File: src/rtl/irq_seq_pkg.sv
package irq_seq_pkg;
   localparam logic [3:0] PH_NONE  = 4'd0;
   localparam logic [3:0] PH_IDLE1 = 4'd1;
   localparam logic [3:0] PH_PEN1  = 4'd2;
   localparam logic [3:0] PH_WPCL  = 4'd3;
   localparam logic [3:0] PH_ESYNC = 4'd4;
   localparam logic [3:0] PH_VREAD = 4'd5;
   localparam logic [3:0] PH_IDLE2 = 4'd6;
   localparam logic [3:0] PH_PEN2  = 4'd7;
   localparam logic [3:0] PH_WSR   = 4'd8;
   localparam logic [3:0] PH_WPCH  = 4'd9;
   localparam logic [3:0] PH_RVH   = 4'd10;
   localparam logic [3:0] PH_RVL   = 4'd11;
   localparam logic [3:0] PH_PF1   = 4'd12;
   localparam logic [3:0] PH_IDLE3 = 4'd13;
   localparam logic [3:0] PH_PEN3  = 4'd14;
   localparam logic [3:0] PH_PF2   = 4'd15;

   localparam int unsigned LEN_IDLE_LONG  = 6;
   localparam int unsigned LEN_BUS        = 4;
   localparam int unsigned LEN_SHORT      = 2;
   localparam int unsigned LEN_VREAD_AUTO = 10;
   localparam int unsigned LEN_VREAD_PERI = 12;
endpackage

File: src/rtl/irq_seq_eclk.sv
module irq_seq_eclk #(
   parameter int ECLK_DIV  = 10,
   parameter int ECLK_SYNC = 0,
   parameter int LEN_W     = 5
) (
   input  logic             clk,
   input  logic             rst_n,
   output logic [LEN_W-1:0] ewait_o
);
   localparam int CW = (ECLK_DIV > 1) ? $clog2(ECLK_DIV) : 1;

   generate
      if (ECLK_DIV > 1) begin : g_div
         logic [CW-1:0] cnt_q;
         logic [CW-1:0] cnt_nx;
         logic [CW:0]   raw;

         assign cnt_nx = (cnt_q == CW'(ECLK_DIV - 1)) ? '0 : cnt_q + CW'(1);

         always_ff @(posedge clk or negedge rst_n) begin
            if (!rst_n) cnt_q <= '0;
            else        cnt_q <= cnt_nx;
         end

         // wait measured from the value the counter holds in the next cycle
         always_comb begin
            if (CW'(ECLK_SYNC) >= cnt_nx)
               raw = (CW+1)'(ECLK_SYNC) - {1'b0, cnt_nx};
            else
               raw = (CW+1)'(ECLK_SYNC + ECLK_DIV) - {1'b0, cnt_nx};
            ewait_o = LEN_W'(raw) & ~LEN_W'(1);
         end
      end else begin : g_nodiv
         assign ewait_o = '0;
      end
   endgenerate
endmodule

File: src/rtl/irq_seq_len.sv
module irq_seq_len #(
   parameter int LEN_W = 5
) (
   input  logic [3:0]       phase_i,
   input  logic             autovec_i,
   input  logic             misalign_i,
   input  logic             coarse_i,
   input  logic [LEN_W-1:0] ewait_i,
   output logic [LEN_W-1:0] len_o
);
   import irq_seq_pkg::*;
   logic [LEN_W-1:0] base;

   always_comb begin
      case (phase_i)
         PH_IDLE1:                     base = LEN_W'(LEN_IDLE_LONG);
         PH_PEN1:                      base = misalign_i ? LEN_W'(LEN_SHORT) : '0;
         PH_ESYNC:                     base = autovec_i ? ewait_i : '0;
         PH_VREAD:                     base = autovec_i ? LEN_W'(LEN_VREAD_AUTO)
                                                        : LEN_W'(LEN_VREAD_PERI);
         PH_PEN2, PH_IDLE3, PH_PEN3:   base = LEN_W'(LEN_SHORT);
         PH_NONE:                      base = '0;
         default:                      base = LEN_W'(LEN_BUS);
      endcase
      len_o = coarse_i ? ((base + LEN_W'(3)) & ~LEN_W'(3)) : base;
   end
endmodule

File: src/rtl/irq_seq_vec.sv
module irq_seq_vec #(
   parameter int VEC_W = 8
) (
   input  logic             clk,
   input  logic             rst_n,
   input  logic             accept_i,
   input  logic             busy_i,
   input  logic             latch_i,
   input  logic [VEC_W-1:0] vec_i,
   input  logic             vec_valid_i,
   output logic [VEC_W-1:0] vec_o,
   output logic             latched_o
);
   logic [VEC_W-1:0] cand_q;

   always_ff @(posedge clk or negedge rst_n) begin
      if (!rst_n) begin
         cand_q    <= '0;
         vec_o     <= '0;
         latched_o <= 1'b0;
      end else if (accept_i) begin
         cand_q    <= vec_i;
         latched_o <= 1'b0;
      end else if (busy_i && !latched_o) begin
         if (vec_valid_i) cand_q <= vec_i;
         if (latch_i) begin
            vec_o     <= vec_valid_i ? vec_i : cand_q;
            latched_o <= 1'b1;
         end
      end
   end
endmodule

File: src/rtl/irq_exc_seq.sv
module irq_exc_seq #(
   parameter int VEC_W     = 8,
   parameter int ELAP_W    = 8,
   parameter int ECLK_DIV  = 10,
   parameter int ECLK_SYNC = 0
) (
   input  logic              clk,
   input  logic              rst_n,
   input  logic              start_i,
   input  logic              autovec_i,
   input  logic              misalign_i,
   input  logic              coarse_i,
   input  logic [VEC_W-1:0]  vec_i,
   input  logic              vec_valid_i,
   output logic              busy_o,
   output logic [3:0]        phase_o,
   output logic [ELAP_W-1:0] elapsed_o,
   output logic [VEC_W-1:0]  vec_o,
   output logic              vec_latched_o,
   output logic              done_o
);
   import irq_seq_pkg::*;
   localparam int LEN_W   = $clog2(ECLK_DIV + 16);
   localparam int MAX_TOT = 64 + ECLK_DIV + 4;

   generate
      if (ECLK_DIV < 1 || ECLK_SYNC < 0 || ECLK_SYNC >= ECLK_DIV) begin : g_bad_eclk
         $error("irq_exc_seq: ECLK_SYNC must lie in 0..ECLK_DIV-1");
      end
      if ((1 << ELAP_W) <= MAX_TOT) begin : g_bad_elap
         $error("irq_exc_seq: ELAP_W too small for the longest sequence");
      end
      if (VEC_W < 1) begin : g_bad_vec
         $error("irq_exc_seq: VEC_W must be positive");
      end
   endgenerate

   logic              busy_q, done_q, auto_q, mis_q, crs_q;
   logic [3:0]        ph_q;
   logic [LEN_W-1:0]  rem_q;
   logic [ELAP_W-1:0] elap_q;
   logic [LEN_W-1:0]  ewait, len_first, len_a, len_b;
   logic [3:0]        ph_a, ph_b;
   logic              accept, last;

   assign accept = start_i & ~busy_q;
   assign last   = busy_q & (rem_q == '0);
   assign ph_a   = ph_q + 4'd1;
   assign ph_b   = ph_q + 4'd2;

   irq_seq_eclk #(.ECLK_DIV(ECLK_DIV), .ECLK_SYNC(ECLK_SYNC), .LEN_W(LEN_W)) u_eclk (
      .clk(clk), .rst_n(rst_n), .ewait_o(ewait));

   irq_seq_len #(.LEN_W(LEN_W)) u_len_first (
      .phase_i(PH_IDLE1), .autovec_i(autovec_i), .misalign_i(misalign_i),
      .coarse_i(coarse_i), .ewait_i(ewait), .len_o(len_first));

   irq_seq_len #(.LEN_W(LEN_W)) u_len_a (
      .phase_i(ph_a), .autovec_i(auto_q), .misalign_i(mis_q),
      .coarse_i(crs_q), .ewait_i(ewait), .len_o(len_a));

   irq_seq_len #(.LEN_W(LEN_W)) u_len_b (
      .phase_i(ph_b), .autovec_i(auto_q), .misalign_i(mis_q),
      .coarse_i(crs_q), .ewait_i(ewait), .len_o(len_b));

   always_ff @(posedge clk or negedge rst_n) begin
      if (!rst_n) begin
         busy_q <= 1'b0;
         done_q <= 1'b0;
         ph_q   <= PH_NONE;
         rem_q  <= '0;
         elap_q <= '0;
         auto_q <= 1'b0;
         mis_q  <= 1'b0;
         crs_q  <= 1'b0;
      end else if (accept) begin
         busy_q <= 1'b1;
         done_q <= 1'b0;
         ph_q   <= PH_IDLE1;
         rem_q  <= len_first - LEN_W'(1);
         elap_q <= ELAP_W'(1);
         auto_q <= autovec_i;
         mis_q  <= misalign_i;
         crs_q  <= coarse_i;
      end else if (busy_q) begin
         if (last && ph_q == PH_PF2) begin
            busy_q <= 1'b0;
            done_q <= 1'b1;
            ph_q   <= PH_NONE;
         end else begin
            elap_q <= elap_q + ELAP_W'(1);
            if (!last) begin
               rem_q <= rem_q - LEN_W'(1);
            end else if (len_a != '0) begin
               ph_q  <= ph_a;
               rem_q <= len_a - LEN_W'(1);
            end else begin
               ph_q  <= ph_b;
               rem_q <= len_b - LEN_W'(1);
            end
         end
      end else begin
         done_q <= 1'b0;
      end
   end

   irq_seq_vec #(.VEC_W(VEC_W)) u_vec (
      .clk(clk), .rst_n(rst_n), .accept_i(accept), .busy_i(busy_q),
      .latch_i(last && ph_q == PH_VREAD), .vec_i(vec_i), .vec_valid_i(vec_valid_i),
      .vec_o(vec_o), .latched_o(vec_latched_o));

   assign busy_o    = busy_q;
   assign phase_o   = ph_q;
   assign elapsed_o = elap_q;
   assign done_o    = done_q;
endmodule

File: config.mk
export PLATFORM = sky130hd
export DESIGN_NAME = irq_exc_seq
export DESIGN_NICKNAME = d
export VERILOG_FILES = /design/src/rtl/irq_seq_pkg.sv /design/src/rtl/irq_seq_eclk.sv /design/src/rtl/irq_seq_len.sv /design/src/rtl/irq_seq_vec.sv /design/src/rtl/irq_exc_seq.sv
export SDC_FILE = /design/constraint.sdc
export NUM_CORES = 1
export LEC_CHECK = 0
export ABC_CLOCK_PERIOD_IN_PS = 7800
export BUFFER_PORTS_ARGS = -buffer_cell sky130_fd_sc_hd__buf_2
export CAP_MARGIN = 40
export CORE_MARGIN = 1
export CORE_UTILIZATION = 63
export CTS_CLUSTER_DIAMETER = 50
export DETAILED_ROUTE_END_ITERATION = 8
export GPL_TIMING_DRIVEN = 1
export HOLD_SLACK_MARGIN = 0.05
export PLACE_DENSITY = 0.86
export SLEW_MARGIN = 20
export SYNTH_ARGS = -nofsm -noshare
export SYNTH_HDL_FRONTEND = slang
export SYNTH_SLANG_ARGS = --single-unit
File: constraint.sdc
create_clock -name clk -period 7.8 [get_ports clk]
set_clock_uncertainty 0.2 [all_clocks]
set_input_delay 0.39 -clock clk [delete_from_list [all_inputs] [get_ports clk]]
set_output_delay 0.39 -clock clk [all_outputs]
set_load 0.005 [all_outputs]
==> results of run 1 <==
worst max-delay path: stages (launching register included):
cell and delay (ns):
dfrtp_1 0.51, nand2b_1 0.22, nor2b_1 0.15, mux2i_1 0.20, ha_1 0.26, nor2b_1 0.06
o21ai_0 0.26, nand3_1 0.11, a211o_2 0.37, ha_1 0.35, nor3b_1 0.32, mux2i_4 0.14
a211oi_2 0.26, nor2_1 0.10, o21ai_0 0.25, nor2_1 0.08, ha_1 0.24, o311a_4 0.14
and4_4 0.16, or3_1 0.35
synthesized netlist by cell type (3+ instances only):
library cell   n
dfrtp_1       43
nand2_1       37
nor2_1        28
a21oi_1       20
o21ai_0       19
clkbuf_1      12
ha_1          12
mux2i_1       12
inv_1          9
nand3_1        9
nand4_1        9
mux2_2         8
xnor2_1        8
xor2_1         8
a31oi_1        7
nor2b_1        6
and3_1         5
o211ai_1       5
buf_2          4
nand2b_1       4
or3_1          4
nand4b_1       3
nor3b_1        3
cells by family after synthesis:
logic type | after synthesis | synth area share
adder cells (fa/ha/maj) | 12 | 0.05050
XOR/XNOR | 18 | 0.05809
buffers and inverters | 28 | 0.04208
AO/OA/AOI/OAI | 76 | 0.1776
flip-flops | 43 | 0.3620
AND/OR/NAND/NOR | 128 | 0.2315
multiplexers | 21 | 0.07829
per-layer routing:
layer,track usage,part of all wire
met1,0.3471,0.43
met5,0,0
met4,0.07111,0.014
met3,0.05413,0.052
met2,0.4744,0.50
repair_timing:
item,CTS,global route
endpoints found under the setup margin,0,0
hold buffers,1,0
endpoints found under the hold margin,13,0
power groups by stage:
stage | sequential (uW) | clock (uW) | combinational, uW
6_report | 376 | 176 | 600
5_1_grt | 387 | 185 | 665
4_1_cts | 374 | 178 | 594
3_5_place_dp | 377 | 0 | 585
3_3_place_gp | 373 | 0 | 565
2_1_floorplan | 344 | 0 | 474
worst max path at each step:
stage	end	slack [ns]	cells past startpoint
after global placement	rem_q[4]$_DFFE_PN0P_	3.30	19
after floorplan	rem_q[4]$_DFFE_PN0P_	3.60	19
after CTS	rem_q[4]$_DFFE_PN0P_	3.01	19
after detailed placement	rem_q[4]$_DFFE_PN0P_	3.09	19
final	rem_q[4]$_DFFE_PN0P_	2.97	19
after global routing	rem_q[4]$_DFFE_PN0P_	2.58	19
final cells by class:
class | count | area share
Clock buffer | 5 | 0.02097
Clock inverter | 3 | 0.01334
Inverter | 9 | 0.01029
Multi-Input combinational cell | 255 | 0.5398
Sequential cell | 43 | 0.3279
Tap cell | 52 | 0.01982
Timing Repair Buffer | 40 | 0.06786
state kept, by name, indices dropped and copies added (netlist names):
signal              flops
elapsed_o               8
crs_q                   1
busy_o                  1
u_eclk.g_div.cnt_q      4
rem_q                   5
mis_q                   1
u_vec.cand_q            8
done_o                  1
u_vec.vec_o             8
u_vec.latched_o         1
auto_q                  1
phase_o                 4
stage by stage:
| stage | setup WS (ns) | std cells |
|---|---|---|
| after global routing | 2.583 | 407 |
| after CTS | 3.006 | 406 |
| after global placement | 3.301 | 396 |
| after floorplan | 3.598 | 326 |
| after detailed placement | 3.085 | 397 |
| final | 2.971 | 407 |
==> flow_summary.json, run 1 <==
{
  "synth_seq_cells": 43,
  "htree_levels": 2,
  "violations": "design-rule violations",
  "final_area_mm2": 0.003282,
  "yosys_warnings": 0,
  "finalSetupTns_ns": 0,
  "grt_pass1_wl_mm": 10.68,
  "hold_end": "auto_q$_DFFE_PN0P_",
  "power.leakage_uw": 0.001466,
  "setup_viol": 0,
  "finalMaxSlewViolations": 0,
  "areaGrowthSynthToFinish_pct": 10.40,
  "core_mm2": 0.004444,
  "rsz0062_at_grt": "false",
  "crit_fanout": 12,
  "drc": 4,
  "crit_required_ns": 7.78,
  "intPower_uw": 642.9,
  "grtUsageTotal": 0.2718,
  "whs_ns": 0.09180,
  "synth_edf_count": 0,
  "final_core_util": 0.7385,
  "cts_setup_buffers": 0,
  "first_iter_violations": 147,
  "antenna_found_initial": 0,
  "hpwl_mm": 4.614,
  "relSlewSlack": 0.5721,
  "final_cell_mix": "dfrtp_1 (43), nand2_1 (37), buf_2 (37)",
  "clk_pin_slew_ns": 0.09,
  "period_share": 0.6190,
  "synth_seq_area_share": 0.3620,
  "cts_buffers": 5,
  "swShare": 0.4421,
  "grt_max_degree": 31,
  "gr-total-overflow": 0,
  "synth-async-reset-ratio": 1.000,
  "regToRegSetupSlack_ns": 2.97,
  "synthCells": 326,
  "initial_core_util": 0.6689,
  "drt_wl_total_mm": 6.549,
  "r2r-start": "u_eclk.g_div.cnt_q[2]$_DFF_PN0_",
  "placed_area_mm2": 0.003152,
  "die_x_um": 70.70,
  "syn_area_mm2": 0.002973,
  "postCtsResizedCells": 0,
  "startpoint_type": "flip-flop",
  "worstPathArrival_ns": 4.81,
  "hold_viol_final": 0,
  "power.density_mw_per_mm2": 351.1,
  "grt_pass1_vias": 2317,
  "vias": 2552,
  "multiInputGateArea_mm2": 0.001772,
  "hold_start": "autovec_i",
  "fill_cells": 323,
  "pwr-share-seq": 0.327,
  "synth.net_count": 353,
  "portBuffers": 37,
  "crit_path_end_kind": "flip-flop",
  "cts_tree": "built",
  "combinationalPowerShare": 0.521,
  "fp.dieH_um": 70.70,
  "wl_per_cell_um": 16.09,
  "row_count": 24,
  "synth.area.top_cells": "dfrtp_1 (36%), ha_1 (5.1%), nand2_1 (4.7%)",
  "layout_commonest_cell": "dfrtp_1",
  "layout_min_cycle_time_ns": 4.829,
  "register_area_mm2": 0.001076,
  "startpoint": "u_eclk.g_div.cnt_q[2]$_DFF_PN0_",
  "worstMarginPinSlew_ns": 0.6383,
  "peakVddDrop_mv": 0.2305,
  "viasPerCell": 6.270,
  "power_switching_uw": 509.5,
  "diodes": 0,
  "post_synth_num_cell_types": 62,
  "antenna_left": 0,
  "synth_top_cell_area_share": 0.3620,
  "total_power_uw": 1152,
  "fmax_mhz": 207.1,
  "io_pins": 38,
  "yosysTopAreaCell": "dfrtp_1",
  "clockRootBuffer": "clkbuf_8",
  "hold_depth": 3,
  "cts_buffer_depth": 2,
  "cap_violations": 0,
  "worst_skew_pair.late_latency_ns": 0.30,
  "dieArea_mm2": 0.004998,
  "final_nets": 381,
  "drive_gt1_frac": 0.2028,
  "r2r-end": "rem_q[4]$_DFFE_PN0P_",
  "synth_ff_type": "dfrtp_1",
  "clkPwrFrac": 0.153,
  "reg2regPathDepth": 19,
  "status": "complete, but fails checks",
  "synth.avg_cell_area_um2": 9.119,
  "hold_class": "in -> reg",
  "cts_sinks": 43,
  "place.gp.congestion": 0.8961,
  "dr.pass1.iters": 7,
  "critical_path_class": "reg -> reg"
}
Note: power is estimated with default switching activity, not from simulation.
==> run 2: changes to the inputs <==
--- a/config.mk
+++ b/config.mk
@@ -5,16 +5,17 @@
 export SDC_FILE = /design/constraint.sdc
 export NUM_CORES = 1
 export LEC_CHECK = 0
-export ABC_CLOCK_PERIOD_IN_PS = 7800
+export ABC_AREA = 1
+export ABC_CLOCK_PERIOD_IN_PS = 5000
 export BUFFER_PORTS_ARGS = -buffer_cell sky130_fd_sc_hd__buf_2
 export CAP_MARGIN = 40
 export CORE_MARGIN = 1
-export CORE_UTILIZATION = 63
+export CORE_UTILIZATION = 58
 export CTS_CLUSTER_DIAMETER = 50
 export DETAILED_ROUTE_END_ITERATION = 8
 export GPL_TIMING_DRIVEN = 1
 export HOLD_SLACK_MARGIN = 0.05
-export PLACE_DENSITY = 0.86
+export PLACE_DENSITY = 0.8
 export SLEW_MARGIN = 20
 export SYNTH_ARGS = -nofsm -noshare
 export SYNTH_HDL_FRONTEND = slang
==> constraint.sdc (replaced) <==
create_clock -name clk -period 5 [get_ports clk]
set_clock_uncertainty 0.2 [all_clocks]
set_input_delay 0.25 -clock clk [delete_from_list [all_inputs] [get_ports clk]]
set_output_delay 0.25 -clock clk [all_outputs]
set_load 0.005 [all_outputs]
==> run 2 against run 1 <==
The run now ends clean. Core utilization down 2.8 points. Fmax up 29%. Flip-flop and latch count unchanged. Hold slack better by 0.13 ns. Die area up 7.9%. Non-clock buffer count up 10. Sequential share of layout area down 1.4 points. Cell area up 4.3%. Final cell count up 29%. Clock power up 26%. Highest routed layer unchanged.
==> flow_summary.json, run 2 <==
{
  "synth_seq_cells": 43,
  "worstPathArrival_ns": 3.77,
  "register_area_mm2": 0.001076,
  "slowest_stage": "dfrtp_1",
  "power.density_mw_per_mm2": 174.3,
  "worstMarginPinSlew_ns": 0.7104,
  "viasPerCell": 5.326,
  "areaGrowthSynthToFinish_pct": 15.69,
  "first_iter_violations": 146,
  "core_mm2": 0.004817,
  "cts_buffer_depth": 2,
  "wl_met3_um": 207,
  "crit_fanout": 8,
  "layout_min_cycle_time_ns": 3.731,
  "synth.area.top_cells": "dfrtp_1 (36%), nand2_1 (16%), inv_1 (6.7%)",
  "final_core_util": 0.7106,
  "met1Wirelength_mm": 3.003,
  "grt_pass1_vias": 2627,
  "grt_pass1_wl_mm": 11.41,
  "synth.most_common_cell": "nand2_1",
  "final_cell_mix": "nand2_1 (126), inv_1 (53), dfrtp_1 (43)",
  "synth_seq_area_share": 0.3636,
  "post_synth_num_cell_types": 40,
  "layout_commonest_cell": "nand2_1",
  "power.leakage_uw": 0.001708,
  "peakVddDrop_mv": 0.1376,
  "hold_class": "in -> async",
  "crit_top_cell": "nand2_1",
  "drive_gt1_frac": 0.1987,
  "wl_per_cell_um": 12.78,
  "fill_cells": 409,
  "synth-async-reset-ratio": 1.000,
  "drc": 0,
  "vias": 2796,
  "rsz0062_at_grt": "false",
  "finalMaxSlewViolations": 0,
  "wl_met2_mm": 3.409,
  "die_x_um": 73.43,
  "crit_path_end_kind": "flip-flop",
  "worstPathCellList": "ha_1 -> nand2_1 -> inv_1 -> nor2_2 -> nand3_1 -> nand3_1 -> nand2_1 -> inv_2 -> nand2_2 -> ha_1 -> or2_2 -> o21ai_4 -> nand2_4 -> nor2_8 -> nand3b_1 -> nand2_1 -> a21oi_1 -> ha_1 -> o21ai_0 -> nand2_1 -> nand2_1",
  "setup_viol": 0,
  "fmax_mhz": 268.0,
  "dieArea_mm2": 0.005391,
  "critical_path_class": "reg -> reg",
  "cts_sinks": 43,
  "synth_ff_type": "dfrtp_1",
  "cts_buffers": 5,
  "synth_top_cell_area_share": 0.3636,
  "htree_levels": 2,
  "gr-total-overflow": 0,
  "relSlewSlack": 0.5259,
  "portBuffers": 37,
  "yosys_warnings": 0,
  "maxUsedRoutingLayer": "met4",
  "finalSetupTns_ns": 0,
  "yosysTopAreaCell": "dfrtp_1",
  "dr.pass1.iters": 6,
  "postCtsResizedCells": 0,
  "clk_pin_slew_ns": 0.08,
  "drt_wl_total_mm": 6.712,
  "hold_viol_final": 0,
  "period_share": 0.7461,
  "grt_max_degree": 27,
  "initial_core_util": 0.6143,
  "place.gp.congestion": 0.8606,
  "antenna_left": 0,
  "cts_tree": "built",
  "synth.net_count": 433,
  "path_buf_inv": 2,
  "antenna_found_initial": 0,
  "diodes": 0,
  "startpoint_type": "flip-flop",
  "worst_skew_pair.late_latency_ns": 0.30,
  "final_nets": 484,
  "cp_slowest_stage_delay_ns": 0.48,
  "syn_area_mm2": 0.002959,
  "synthCells": 406,
  "fp.dieH_um": 73.43,
  "cap_violations": 0,
  "multiInputGateArea_mm2": 0.001625,
  "io_pins": 38,
  "status": "finished clean",
  "row_count": 25,
  "clockRootBuffer": "clkbuf_8",
  "crit_required_ns": 5.04,
  "hpwl_mm": 5.119,
  "synth_common_cells": "nand2_1 (126), inv_1 (53), dfrtp_1 (43)",
  "cpLargestDelayFamily": "simple AND/OR/NAND/NOR gates",
  "synth_edf_count": 0,
  "grtUsageTotal": 0.2732,
  "cts_setup_buffers": 0,
  "synth.avg_cell_area_um2": 7.288
}
## run 2: timing repair
action / in CTS / in global routing
hold buffers: 12 / 0
endpoints found under the setup margin: 0 / 0
hold endpoints to repair: 28 / 0
## run 2: area by class of cell
class / count / area share
clock buffers: 6 / 0.02120
clock inverters: 2 / 0.003655
inverters: 60 / 0.06652
multi-input cells: 297 / 0.4748
flip-flops and latches: 43 / 0.3143
well taps: 67 / 0.02449
repair buffers: 50 / 0.09503
## run 2: final timing paths
check                      slack [ns]                          to  cells after the start                  startpoint
setup / recovery                 1.27        rem_q[1]$_DFFE_PN0P_                     21      phase_o[0]$_DFFE_PN0P_
hold / removal                   0.22  u_vec.vec_o[2]$_DFFE_PN0P_                      2                       rst_n
setup reg to reg                 1.27        rem_q[1]$_DFFE_PN0P_                     21      phase_o[0]$_DFFE_PN0P_
hold reg to reg                  0.28  u_vec.vec_o[1]$_DFFE_PN0P_                      2  u_vec.vec_o[1]$_DFFE_PN0P_
max in group asynchronous        3.89        rem_q[2]$_DFFE_PN0P_                      3                       rst_n
min in group clk                 0.22    elapsed_o[3]$_DFFE_PN0P_                      4                     start_i
## run 2: kinds of logic after synthesis
logic type / count (synthesis) / share of synthesized area
AO/OA/AOI/OAI: 54 / 0.1142
XOR/XNOR: 4 / 0.01184
flip-flops: 43 / 0.3636
AND/OR/NAND/NOR: 227 / 0.3725
adder cells (fa/ha/maj): 12 / 0.05074
buffers and inverters: 66 / 0.08710
## run 2: where the power goes
group          switching (uW)  internal (uW)  total [uW]  leakage [uW]
clock                     123           97.8         221     0.0000412
sequential                  0            347         347      0.000494
combinational            15.2           12.9        28.1       0.00117
## run 2: metal layers
layer,global-route usage,vias up
li1,-,1408
met1,0.3412,1316
met2,0.4763,62
met3,0.04115,10
met4,0.1047,0
met5,0,-
## run 2: through the flow
| step | std cells | setup slack (ns) | power (uW) | hold WS (ns) | cell area (um^2) |
|---|---|---|---|---|---|
| after CTS | 525 | 1.318 | 603.2 | 0.2006 | 3423 |
| final | 525 | 1.269 | 596.5 | 0.2183 | 3423 |
| after floorplan | 406 | 1.659 | 358.4 | -0.2456 | 2959 |
| after detailed placement | 505 | 1.345 | 375.6 | 0.02828 | 3218 |
| after global placement | 504 | 1.424 | 372.8 | 0.2561 | 3198 |
| after global routing | 525 | 1.066 | 618.1 | 0.2695 | 3423 |
## run 2: worst reg2reg max path, delay by kind of cell, from the launching register on
family | cells | cell delay, ns
and+or+nand+nor | 13 | 1.61
adders and majority gates | 3 | 0.86
AOI/OAI and AO/OA | 3 | 0.37
buffers and inverters | 2 | 0.14
DFF | 1 | 0.48
==> run 3: changes to the inputs <==
--- a/config.mk
+++ b/config.mk
@@ -5,17 +5,17 @@
 export SDC_FILE = /design/constraint.sdc
 export NUM_CORES = 1
 export LEC_CHECK = 0
-export ABC_AREA = 1
-export ABC_CLOCK_PERIOD_IN_PS = 5000
+export ABC_AREA = 0
+export ABC_CLOCK_PERIOD_IN_PS = 3210
 export BUFFER_PORTS_ARGS = -buffer_cell sky130_fd_sc_hd__buf_2
 export CAP_MARGIN = 40
 export CORE_MARGIN = 1
-export CORE_UTILIZATION = 58
+export CORE_UTILIZATION = 53
 export CTS_CLUSTER_DIAMETER = 50
 export DETAILED_ROUTE_END_ITERATION = 8
 export GPL_TIMING_DRIVEN = 1
 export HOLD_SLACK_MARGIN = 0.05
-export PLACE_DENSITY = 0.8
+export PLACE_DENSITY = 0.77
 export SLEW_MARGIN = 20
 export SYNTH_ARGS = -nofsm -noshare
 export SYNTH_HDL_FRONTEND = slang
==> constraint.sdc (replaced) <==
create_clock -name clk -period 3.21 [get_ports clk]
set_clock_uncertainty 0.2 [all_clocks]
set_input_delay 0.1605 -clock clk [delete_from_list [all_inputs] [get_ports clk]]
set_output_delay 0.1605 -clock clk [all_outputs]
set_load 0.005 [all_outputs]
==> run 3 against run 2 <==
The run now ends with negative setup slack left. Core utilization rose by 6.8 points. Die area grew 9.7%. First-iteration DRC count shrank 8.9%. Critical endpoint is now rem_q[4]$_DFFE_PN0P_.
==> flow_summary.json, run 3 (same netlist as run 1, synthesis figures left out) <==
{
  "clkPwrFrac": 0.102,
  "peakVddDrop_mv": 0.5695,
  "layout_min_cycle_time_ns": 4.046,
  "portBuffers": 37,
  "initial_core_util": 0.5676,
  "crit_required_ns": 3.20,
  "final_core_util": 0.7788,
  "io_pins": 38,
  "drive_gt1_frac": 0.3665,
  "crit_path_end_kind": "flip-flop",
  "final_cell_mix": "buf_4 (75), dfrtp_1 (43), buf_2 (37)",
  "period_share": 1.261,
  "reg2regPathDepth": 17,
  "intPower_uw": 2020,
  "finalSetupTns_ns": -5.056,
  "cts_sinks": 43,
  "violations": "negative setup slack",
  "dr.pass1.iters": 5,
  "hold_class": "in -> async",
  "fmax_mhz": 247.1,
  "worstPathArrival_ns": 4.03,
  "dieArea_mm2": 0.005913,
  "layout_commonest_cell": "buf_4",
  "power.leakage_uw": 0.001900,
  "clk_pin_slew_ns": 0.08,
  "critical_path_class": "reg -> reg",
  "crit_fanout": 3,
  "swShare": 0.4193,
  "grt_pass1_vias": 2966,
  "core_mm2": 0.005238,
  "htree_levels": 2,
  "power.density_mw_per_mm2": 852.8,
  "vias": 2990,
  "grt_pass1_wl_mm": 13.89,
  "cap_violations": 0,
  "die_x_um": 76.90,
  "first_iter_violations": 133,
  "power_switching_uw": 1458,
  "grt_max_degree": 30,
  "worst_skew_pair.late_latency_ns": 0.30,
  "status": "complete, but fails checks",
  "grtUsageTotal": 0.2992,
  "pwr-share-seq": 0.251,
  "hold_viol_final": 0,
  "wl_per_cell_um": 16.40,
  "setup_viol": 8,
  "hpwl_mm": 5.649,
  "finalMaxSlewViolations": 0,
  "antenna_left": 0,
  "fp.dieH_um": 76.90,
  "viasPerCell": 5.840,
  "rsz0062_at_grt": "true",
  "gr-total-overflow": 0,
  "antenna_found_initial": 0,
  "combinationalPowerShare": 0.647,
  "cts_buffers": 5,
  "drc": 0,
  "startpoint_type": "flip-flop",
  "clockRootBuffer": "clkbuf_8",
  "cts_buffer_depth": 2,
  "diodes": 0,
  "cts_tree": "built",
  "relSlewSlack": 0.6071,
  "row_count": 26,
  "place.gp.congestion": 0.8628,
  "setup_slack_ns": -0.8362,
  "final_nets": 469,
  "drt_wl_total_mm": 8.395,
  "areaGrowthSynthToFinish_pct": 37.21,
  "worstMarginPinSlew_ns": 0.5894
}
==> run 3: power by group through the flow <==
stage	Combinational, uW	Clock [uW]	Sequential (uW)
after floorplan	1240	0	835
after global placement	1930	0	862
after detailed placement	2000	0	873
after CTS	2060	357	864
after global routing	2460	371	895
final	2250	355	873
==> run 3: cell type report <==
type	count	area, um^2
Multi-Input combinational cell	255	1873
Fill cell	334	1159
Sequential cell	43	1076
Timing Repair Buffer	128	920.9
Tap cell	70	87.58
Clock buffer	6	82.58
Inverter	9	33.78
Clock inverter	1	5.005
==> run 3: timing repair <==
action | in CTS | in global routing
cloned | 0 | 0
endpoints found under the setup margin | 8 | 8
hold endpoints to repair | 64 | 0
pin swaps | 4 | 9
hold buffers | 13 | 0
resized for setup | 2 | 11
buffers inserted | 9 | 6
==> run 3: routing by layer <==
metal | vias to the layer above | part of all wire | GRT usage | routed length (um)
li1 | 1411 | - | - | -
met5 | - | 0 | 0 | 0
met1 | 1461 | 0.42 | 0.3785 | 3564
met3 | 13 | 0.045 | 0.03810 | 379
met2 | 105 | 0.51 | 0.5196 | 4309
met4 | 0 | 0.017 | 0.1115 | 142
==> run 3: worst paths after layout <==
kind / startpoint / to / slack, ns
worst max register to register: u_eclk.g_div.cnt_q[2]$_DFF_PN0_ / rem_q[4]$_DFFE_PN0P_ / -0.84
max in group asynchronous: rst_n / crs_q$_DFFE_PN0P_ / 2.20
worst max-delay path: u_eclk.g_div.cnt_q[2]$_DFF_PN0_ / rem_q[4]$_DFFE_PN0P_ / -0.84
worst min register to register: done_o$_DFFE_PN0P_ / done_o$_DFFE_PN0P_ / 0.31
min in group clk: vec_valid_i / u_vec.vec_o[6]$_DFFE_PN0P_ / 0.15
worst min-delay path: rst_n / u_vec.vec_o[6]$_DFFE_PN0P_ / 0.12
==> run 3: critical path, cell delays in order, from the launching register on <==
cell and delay, ns:
dfrtp_1 0.38, nand2b_4 0.14, nor2b_1 0.12, mux2i_1 0.22
ha_2 0.34, nand3b_1 0.18, nor4_2 0.18, mux2i_2 0.13
nand2_2 0.11, ha_4 0.22, nor3b_4 0.22, mux2i_4 0.11
buf_4 0.15, and4b_1 0.28, nor3_4 0.07, o311a_4 0.37
and4_4 0.16, or3_1 0.35
==> run 3: through the flow <==
step	setup slack, ns	total power [uW]	instances	hold slack, ns	area (um^2)
final	-0.8362	3479	512	0.1170	4079
after global routing	-1.031	3722	512	0.1316	4079
after CTS	-0.7994	3286	507	0.1140	4004
after detailed placement	-0.9593	2877	478	-0.1087	3709
after global placement	-0.7461	2789	477	0.1537	3689
after floorplan	-0.7022	2074	326	-0.3351	3040
